===== src/rtl/sbus_pkg.sv =====
package sbus_pkg;

  typedef enum logic [1:0] {
    M_IMM = 2'd0,
    M_DIR = 2'd1,
    M_IND = 2'd2,
    M_PCI = 2'd3
  } mode_e;

  typedef enum logic [1:0] {
    ALU_NONE = 2'd0,
    ALU_ADDY = 2'd1,
    ALU_INC1 = 2'd2
  } alu_e;

  localparam int STEP_W = 3;
  localparam int NDRV   = 6;
  localparam int NLD    = 6;

  // bus driver indices
  localparam int D_PC  = 0;
  localparam int D_IRA = 1;
  localparam int D_MBR = 2;
  localparam int D_Z   = 3;
  localparam int D_AC  = 4;
  localparam int D_MEM = 5;

  // register load indices
  localparam int L_PC  = 0;
  localparam int L_MAR = 1;
  localparam int L_MBR = 2;
  localparam int L_Y   = 3;
  localparam int L_Z   = 4;
  localparam int L_AC  = 5;

  typedef struct packed {
    logic [NDRV-1:0] drv;
    logic [NLD-1:0]  ld;
    alu_e            alu;
  } ctl_t;

  function automatic logic [STEP_W-1:0] seq_len(mode_e m);
    case (m)
      M_IMM:   return 3'd3;
      M_DIR:   return 3'd5;
      M_IND:   return 3'd7;
      default: return 3'd2;
    endcase
  endfunction

  // Control word for step s of mode m. Add modes share a three-step tail,
  // so the tail is picked by distance from the end of the sequence.
  function automatic ctl_t step_ctl(mode_e m, logic [STEP_W-1:0] s);
    ctl_t c;
    logic [STEP_W-1:0] k;
    c = '0;
    c.alu = ALU_NONE;
    k = seq_len(m) - 3'd1 - s;
    if (m == M_PCI) begin
      if (s == 3'd0) begin
        c.drv[D_PC] = 1'b1; c.ld[L_Z] = 1'b1; c.alu = ALU_INC1;
      end else begin
        c.drv[D_Z] = 1'b1; c.ld[L_PC] = 1'b1;
      end
    end else if (k == 3'd0) begin
      c.drv[D_Z] = 1'b1; c.ld[L_AC] = 1'b1;
    end else if (k == 3'd1) begin
      c.drv[D_AC] = 1'b1; c.ld[L_Z] = 1'b1; c.alu = ALU_ADDY;
    end else if (k == 3'd2) begin
      c.ld[L_Y] = 1'b1;
      if (m == M_IMM) c.drv[D_IRA] = 1'b1;
      else            c.drv[D_MBR] = 1'b1;
    end else begin
      case (s)
        3'd0: begin c.drv[D_IRA] = 1'b1; c.ld[L_MAR] = 1'b1; end
        3'd1,
        3'd3: begin c.drv[D_MEM] = 1'b1; c.ld[L_MBR] = 1'b1; end
        default: begin c.drv[D_MBR] = 1'b1; c.ld[L_MAR] = 1'b1; end
      endcase
    end
    return c;
  endfunction

endpackage


===== src/rtl/sbus_seq.sv =====
module sbus_seq
  import sbus_pkg::*;
(
  input  logic  clk,
  input  logic  rst_n,
  input  logic  start,
  input  mode_e mode,
  output ctl_t  ctl,
  output logic  busy,
  output logic  done
);

  logic              busy_q;
  logic [STEP_W-1:0] step_q;
  mode_e             mode_q;
  logic              accept;
  logic              last_step;

  assign accept    = start && !busy_q;
  assign last_step = busy_q && (step_q == seq_len(mode_q) - 3'd1);

  always_ff @(posedge clk) begin
    if (!rst_n) begin
      busy_q <= 1'b0;
      step_q <= '0;
      mode_q <= M_IMM;
    end else if (accept) begin
      busy_q <= 1'b1;
      step_q <= '0;
      mode_q <= mode;
    end else if (busy_q) begin
      if (last_step) busy_q <= 1'b0;
      else           step_q <= step_q + 3'd1;
    end
  end

  always_comb begin
    ctl = '0;
    ctl.alu = ALU_NONE;
    if (busy_q) ctl = step_ctl(mode_q, step_q);
  end

  assign busy = busy_q;
  assign done = last_step;

  // the step counter never runs past the sequence length
  p_step_range_r8: assert property (@(posedge clk) disable iff (!rst_n)
    busy_q |-> (step_q < seq_len(mode_q)));

  // after the final step the sequencer is idle
  p_done_idle_r8: assert property (@(posedge clk) disable iff (!rst_n)
    last_step |=> !busy_q);

endmodule


===== src/rtl/sbus_timing.sv =====
module sbus_timing
  import sbus_pkg::*;
#(
  parameter int BUS_NS  = 20,
  parameter int ALU_NS  = 100,
  parameter int COPY_NS = 10,
  parameter int NS_W    = 8
) (
  input  logic            active,
  input  alu_e            alu,
  output logic [NS_W-1:0] step_ns
);

  localparam int T_MOVE = BUS_NS + COPY_NS;
  localparam int T_ALU  = BUS_NS + ALU_NS + COPY_NS;

  function automatic logic [NS_W-1:0] budget(logic act, alu_e op);
    if (!act)              return '0;
    else if (op != ALU_NONE) return NS_W'(T_ALU);
    else                   return NS_W'(T_MOVE);
  endfunction

  assign step_ns = budget(active, alu);

endmodule


===== src/rtl/sbus_mem.sv =====
module sbus_mem #(
  parameter int DW = 16,
  parameter int AW = 8
) (
  input  logic          clk,
  input  logic          we,
  input  logic [AW-1:0] waddr,
  input  logic [DW-1:0] wdata,
  input  logic [AW-1:0] raddr,
  output logic [DW-1:0] rdata
);

  localparam int DEPTH = 1 << AW;

  logic [DW-1:0] mem [DEPTH];

  always_ff @(posedge clk) begin
    if (we) mem[waddr] <= wdata;
  end

  assign rdata = mem[raddr];

endmodule


===== src/rtl/sbus_add_seq.sv =====
module sbus_add_seq
  import sbus_pkg::*;
#(
  parameter int DW      = 16,
  parameter int AW      = 8,
  parameter int BUS_NS  = 20,
  parameter int ALU_NS  = 100,
  parameter int COPY_NS = 10,
  parameter int NS_W    = 8
) (
  input  logic            clk,
  input  logic            rst_n,
  input  logic            start,
  input  logic [AW+1:0]   instr,
  input  logic            mem_we,
  input  logic [AW-1:0]   mem_waddr,
  input  logic [DW-1:0]   mem_wdata,
  output logic            busy,
  output logic            done,
  output logic [NS_W-1:0] step_ns,
  output logic [DW-1:0]   ac,
  output logic [DW-1:0]   pc
);

  localparam int PAD = DW - AW;

  ctl_t          ctl;
  logic          seq_busy;
  logic          seq_done;
  mode_e         in_mode;
  logic [AW-1:0] ir_q;
  logic [AW-1:0] mar_q;
  logic [DW-1:0] pc_q, mbr_q, ac_q, y_q, z_q;
  logic [DW-1:0] mem_rd;
  logic [DW-1:0] bus;
  logic [DW-1:0] alu_y;
  logic          take_start;

  assign in_mode    = mode_e'(instr[AW+1:AW]);
  assign take_start = start && !seq_busy;

  sbus_seq u_seq (
    .clk   (clk),
    .rst_n (rst_n),
    .start (start),
    .mode  (in_mode),
    .ctl   (ctl),
    .busy  (seq_busy),
    .done  (seq_done)
  );

  sbus_timing #(
    .BUS_NS (BUS_NS),
    .ALU_NS (ALU_NS),
    .COPY_NS(COPY_NS),
    .NS_W   (NS_W)
  ) u_tim (
    .active (seq_busy),
    .alu    (ctl.alu),
    .step_ns(step_ns)
  );

  sbus_mem #(.DW(DW), .AW(AW)) u_mem (
    .clk  (clk),
    .we   (mem_we),
    .waddr(mem_waddr),
    .wdata(mem_wdata),
    .raddr(mar_q),
    .rdata(mem_rd)
  );

  // single shared bus: OR of gated sources, exactly one enabled per step
  always_comb begin
    bus = '0;
    if (ctl.drv[D_PC])  bus = bus | pc_q;
    if (ctl.drv[D_IRA]) bus = bus | {{PAD{1'b0}}, ir_q};
    if (ctl.drv[D_MBR]) bus = bus | mbr_q;
    if (ctl.drv[D_Z])   bus = bus | z_q;
    if (ctl.drv[D_AC])  bus = bus | ac_q;
    if (ctl.drv[D_MEM]) bus = bus | mem_rd;
  end

  function automatic logic [DW-1:0] alu_calc(alu_e op, logic [DW-1:0] b,
                                             logic [DW-1:0] y);
    case (op)
      ALU_ADDY: return b + y;
      ALU_INC1: return b + DW'(1);
      default:  return b;
    endcase
  endfunction

  assign alu_y = alu_calc(ctl.alu, bus, y_q);

  always_ff @(posedge clk) begin
    if (!rst_n) begin
      ir_q  <= '0;
      mar_q <= '0;
      pc_q  <= '0;
      mbr_q <= '0;
      ac_q  <= '0;
      y_q   <= '0;
      z_q   <= '0;
    end else begin
      if (take_start)     ir_q  <= instr[AW-1:0];
      if (ctl.ld[L_MAR])  mar_q <= bus[AW-1:0];
      if (ctl.ld[L_PC])   pc_q  <= bus;
      if (ctl.ld[L_MBR])  mbr_q <= bus;
      if (ctl.ld[L_AC])   ac_q  <= bus;
      if (ctl.ld[L_Y])    y_q   <= bus;
      if (ctl.ld[L_Z])    z_q   <= alu_y;
    end
  end

  assign busy = seq_busy;
  assign done = seq_done;
  assign ac   = ac_q;
  assign pc   = pc_q;

  // exactly one bus source per active step
  p_one_driver_r6: assert property (@(posedge clk) disable iff (!rst_n)
    seq_busy |-> ($countones(ctl.drv) == 1));

  // every active step loads something
  p_some_load_r6: assert property (@(posedge clk) disable iff (!rst_n)
    seq_busy |-> (ctl.ld != '0));

  // the step that loads Z through the ALU gets the long budget
  p_alu_budget_r7: assert property (@(posedge clk) disable iff (!rst_n)
    (seq_busy && ctl.ld[L_Z]) |-> (step_ns == NS_W'(BUS_NS + ALU_NS + COPY_NS)));

  // steps loading other registers get the short budget
  p_move_budget_r7: assert property (@(posedge clk) disable iff (!rst_n)
    (seq_busy && !ctl.ld[L_Z]) |-> (step_ns == NS_W'(BUS_NS + COPY_NS)));

  // done only inside a running sequence
  p_done_busy_r8: assert property (@(posedge clk) disable iff (!rst_n)
    seq_done |-> seq_busy);

  // the accumulator only moves on its own load step
  p_ac_hold_r5: assert property (@(posedge clk) disable iff (!rst_n)
    !ctl.ld[L_AC] |=> $stable(ac_q));

  // a start while busy leaves the instruction register alone
  p_ignore_start_r9: assert property (@(posedge clk) disable iff (!rst_n)
    (seq_busy && start) |=> $stable(ir_q));

endmodule


===== config.mk =====
export PLATFORM = sky130hd
export DESIGN_NAME = sbus_add_seq
export DESIGN_NICKNAME = d
export VERILOG_FILES = /design/src/rtl/sbus_pkg.sv /design/src/rtl/sbus_seq.sv /design/src/rtl/sbus_timing.sv /design/src/rtl/sbus_mem.sv /design/src/rtl/sbus_add_seq.sv
export SDC_FILE = /design/constraint.sdc
export NUM_CORES = 2
export LEC_CHECK = 0
export ABC_AREA = 1
export ABC_CLOCK_PERIOD_IN_PS = 8200
export BUFFER_PORTS_ARGS = -buffer_cell sky130_fd_sc_hd__buf_2
export CAP_MARGIN = 15
export CORE_ASPECT_RATIO = 2
export CORE_MARGIN = 3
export CORE_UTILIZATION = 50
export DETAILED_ROUTE_END_ITERATION = 16
export PLACE_DENSITY = 0.65
export REMOVE_ABC_BUFFERS = 1
export SYNTH_ARGS = -nofsm -noshare
export SYNTH_HDL_FRONTEND = slang
export SYNTH_SLANG_ARGS = --single-unit

===== constraint.sdc =====
create_clock -name clk -period 8.2 [get_ports clk]
set_clock_uncertainty 0.2 [all_clocks]
set_input_delay 0.82 -clock clk [delete_from_list [all_inputs] [get_ports clk]]
set_output_delay 0.82 -clock clk [all_outputs]
set_load 0.01 [all_outputs]

==> results.toml <==
[timing]
max_clock_freq_ghz = 0.145
final_setup_viols = 0
post-route-period-util = 0.842
timing.slew.headroom = 0.213
hold_ws_ns = 0.133
drv_slew = 0
timing.setup.tns_ns = 0
finalHoldViolCount = 0
rsz0062_at_grt = "false"
tightestPinTransition_ns = 1.18
layout_min_cycle_time_ns = 6.91

[setup_path]
worstRegToRegCells = 24
critical_path.max_stage_delay_ns = 0.87
crit_required_ns = 8.86
critPathKind = "reg -> reg"
worst-endpoint-arrival_ns = 7.56
cp-start-kind = "flip-flop"
worstPathBufferInverterCount = 3
critPathCapture = "z_q[10]$_SDFFE_PN0P_"
cp_slowest_cell = "dfxtp_4"
timing.critical_path.max_delay_family = "simple AND/OR/NAND/NOR gates"
depth_of_the_critical_timing_path_with_buffers_and_inverters_included = 24
end_kind = "flip-flop"
crit_top_cell = "nand3_1"
reg2reg_setup_slack_ns = 1.29
worst_r2r_endpoint = "z_q[10]$_SDFFE_PN0P_"
critical_path_peak_fanout = 153
path_cells = "inv_16, buf_12, nand2_1, nand3_1, nand3_1, nand3_1, nand3_1, nand3_1, nand3_1, nand3_1, nand3_1, nand2_2, ha_1, nand2_1, o21ai_1, a31oi_1, o21ai_1, a21boi_0, or2_0, nand3_1, nand2_1, inv_1, nand2_1, a21oi_1"

[grt]
track_usage = 0.290
first_pass_grt_wire_length_um = 742000
grt_overflow = 0
grt_antenna_before_repair = 18
pin_count_of_the_biggest_net_entering_global_routing = 167
grt_pass1_vias = 109000

[clock_network]
ctsRootBufferMaster = "clkbuf_16"
tritoncts_clock_tree = "yes"
insertion_delay_ns = 0.94
clkSinkCount = 4206
cts.path.max_buffers = 4
cts.htree.levels = 5
cts_inserted_buffers = 348
post_cts.resized_instances = 0
post_cts_buffers = 0
worst_setup_hold_path_clk_slew_ns = 0.07

[drt]
route.antenna.remaining_nets = 0
detail_route.wirelength_um = 515000
average_wire_per_cell_in_the_routed_design_um = 27.1
detail_route.drc_violations = 0
detailroute.via_count = 113000
met2WireLength_um = 256000
top_layer_reached_by_signal_wires = "met5"
met3_length_um = 36100
drt_iter0_drcs = 12900
drt_pass1_iterations = 8
m1_wl_um = 172000
vias_per_cell = 5.95

[synth]
synth_cell_type_count = 43
synth_ff_type = "edfxtp_1"
synth_async_sr_flop_share = 0
synth.yosys.seq_area_share = 0.732
postSynthAreaPerCell_um2 = 11.9
netlist_area_um2 = 171000
edff_count_synth = 4096
synth.yosys.warnings = 0
synth_cells = 14400
synth.ff_latch_count = 4206

[floorplan]
floorplan.rows = 303
floorplan.die_area_um2 = 349000
floorplan.die.width_um = 419
die_height_um = 833
ios = 80
effective_utilization_at_floorplan = 0.502
coreArea_um2 = 340000

[finish]
share_of_layout_cells_above_drive_strength_1 = 0.0757
area_delta_synth_final_pct = 9.59
fillCellCount = 27800
ff_latch_area_um2 = 125000
area_of_the_multi_input_gates_um2 = 39900
nNetsFinal = 14400

[placed_design]
place.gp.congestion = 0.985
numPortBuffers = 76
dpl.hpwl_um = 303000

[outcome]
status = "complete, no violations"

[run]
max_cap_violations = 0

[min_path]
type_of_the_worst_min_delay_path = "in -> reg"
min_from = "instr[4]"

[power]
vdd.ir_drop.worst_uv = 195
static_leakage_nw = 65.4
power_density_over_the_cells_nw_per_um2 = 252
## metrics by stage
step	setup slack, ns	cells	utilization	cell area [um2]	power, W
global placement	1.36	18400	0.518	176000	0.0310
floorplan	-131.45	13400	-	166000	0.0305
detailed placement	1.44	18400	0.518	176000	0.0310
global route	0.920	19000	0.550	187000	0.0487
CTS	1.40	19000	0.550	187000	0.0474
finish	1.29	19000	0.550	187000	0.0473
## report_power, final
part	internal (W)	total, W	switching (W)
combinational	0.00169	0.00694	0.00525
clock	0.00906	0.0166	0.00756
sequential	0.0236	0.0237	0.0000852
## cells in the final DEF (no fill, tap or decap), types with 6 or more instances in the layout
cell           instances
edfxtp_1            4096
inv_2                  6
nor2_1               358
nand2_1             4199
clkinv_1              72
dlygate4sd3_1          8
o21ai_0               72
o21ai_1               45
o22ai_1               16
clkinvlp_4            17
diode_2                6
o211ai_1               7
clkbuf_1              63
buf_8                 16
nor3_2                10
buf_2                 60
buf_12                67
bufinv_16             35
inv_1                190
inv_6                 12
buf_4                377
clkinv_2              57
dfxtp_4                6
nand2_2               26
nand3_1             4077
nor2_2                35
dfxtp_1              103
a21oi_1               93
ha_1                  25
clkbuf_16            355
o21bai_1              14
## area by class of cell
type,count,area share
Timing Repair Buffer,528,0.0256
Inverter,202,0.00433
Antenna cell,6,0.0000801
Tap cell,4422,0.0295
Sequential cell,4206,0.668
Multi-Input combinational cell,9015,0.213
Clock inverter,197,0.0101
Clock buffer,419,0.0488
## metal layers
| layer | GRT usage | up-vias |
|---|---|---|
| met5 | 0 | - |
| met4 | 0.237 | 10 |
| met3 | 0.0390 | 1339 |
| met2 | 0.492 | 5125 |
| met1 | 0.327 | 55800 |
| li1 | - | 50800 |
## tightest hold or removal path: cells and delay by family
family	cells	cell delay [ns]
AO/OA/AOI/OAI	2	0.31
buffers and inverters	1	0.07
## registers in the layout, indices dropped and copies added (netlist names), named ones only
register and count:
y_q 16, pc 16, u_seq.mode_q 2, z_q 16, mbr_q 16, ac 16
ir_q 8, u_seq.busy 1, u_seq.step_q 3, mar_q 8, u_mem.mem 4096
## cells in the mapped netlist, types with 3 or more instances
library cell / count / area [um2]
xor2_1: 5 / 43.8
nand2_1: 4215 / 15800
ha_1: 25 / 313
dfxtp_1: 110 / 2200
buf_6: 51 / 574
o21ai_0: 72 / 360
a31oi_1: 4 / 25.0
buf_4: 114 / 856
o21ai_1: 45 / 225
o211ai_1: 7 / 52.6
xnor2_1: 3 / 26.3
inv_2: 6 / 22.5
o21bai_1: 14 / 105
nor3_2: 9 / 90.1
clkbuf_1: 150 / 563
nand2_2: 10 / 62.6
edfxtp_1: 4096 / 123000
or2_2: 4 / 25.0
buf_1: 104 / 390
nor2_1: 391 / 1470
nand3_1: 4077 / 20400
a21oi_1: 93 / 465
inv_1: 193 / 724
o22ai_1: 16 / 100
nor3_1: 3 / 15.0
buf_2: 558 / 2790
## how the worst min path moves through the flow
stage,endpoint,slack [ns],cells past startpoint
3_3_place_gp,ir_q[3]$_SDFFE_PN0P_,0.24,2
3_5_place_dp,ir_q[0]$_SDFFE_PN0P_,0.25,2
4_1_cts,ir_q[4]$_SDFFE_PN0P_,0.06,3
2_1_floorplan,ir_q[0]$_SDFFE_PN0P_,0.23,2
6_report,ir_q[4]$_SDFFE_PN0P_,0.13,3
5_1_grt,ir_q[4]$_SDFFE_PN0P_,0.11,3
## cell families after synthesis
| group | Yosys count | synth area share |
|---|---|---|
| AOI/OAI and AO/OA | 258 | 0.00812 |
| other | 1 | 0.0000219 |
| xor gates and xnor gates | 10 | 0.000600 |
| buffers and inverters | 1179 | 0.0347 |
| DFF | 4206 | 0.732 |
| adders and majority gates | 27 | 0.00206 |
| and+or+nand+nor | 8717 | 0.222 |
## repair_timing
item | CTS | global route
setup endpoints to repair | 0 | 0
endpoints found under the hold margin | 8 | 0
hold buffers | 8 | 0
Note: power is estimated with default switching activity, not from simulation.
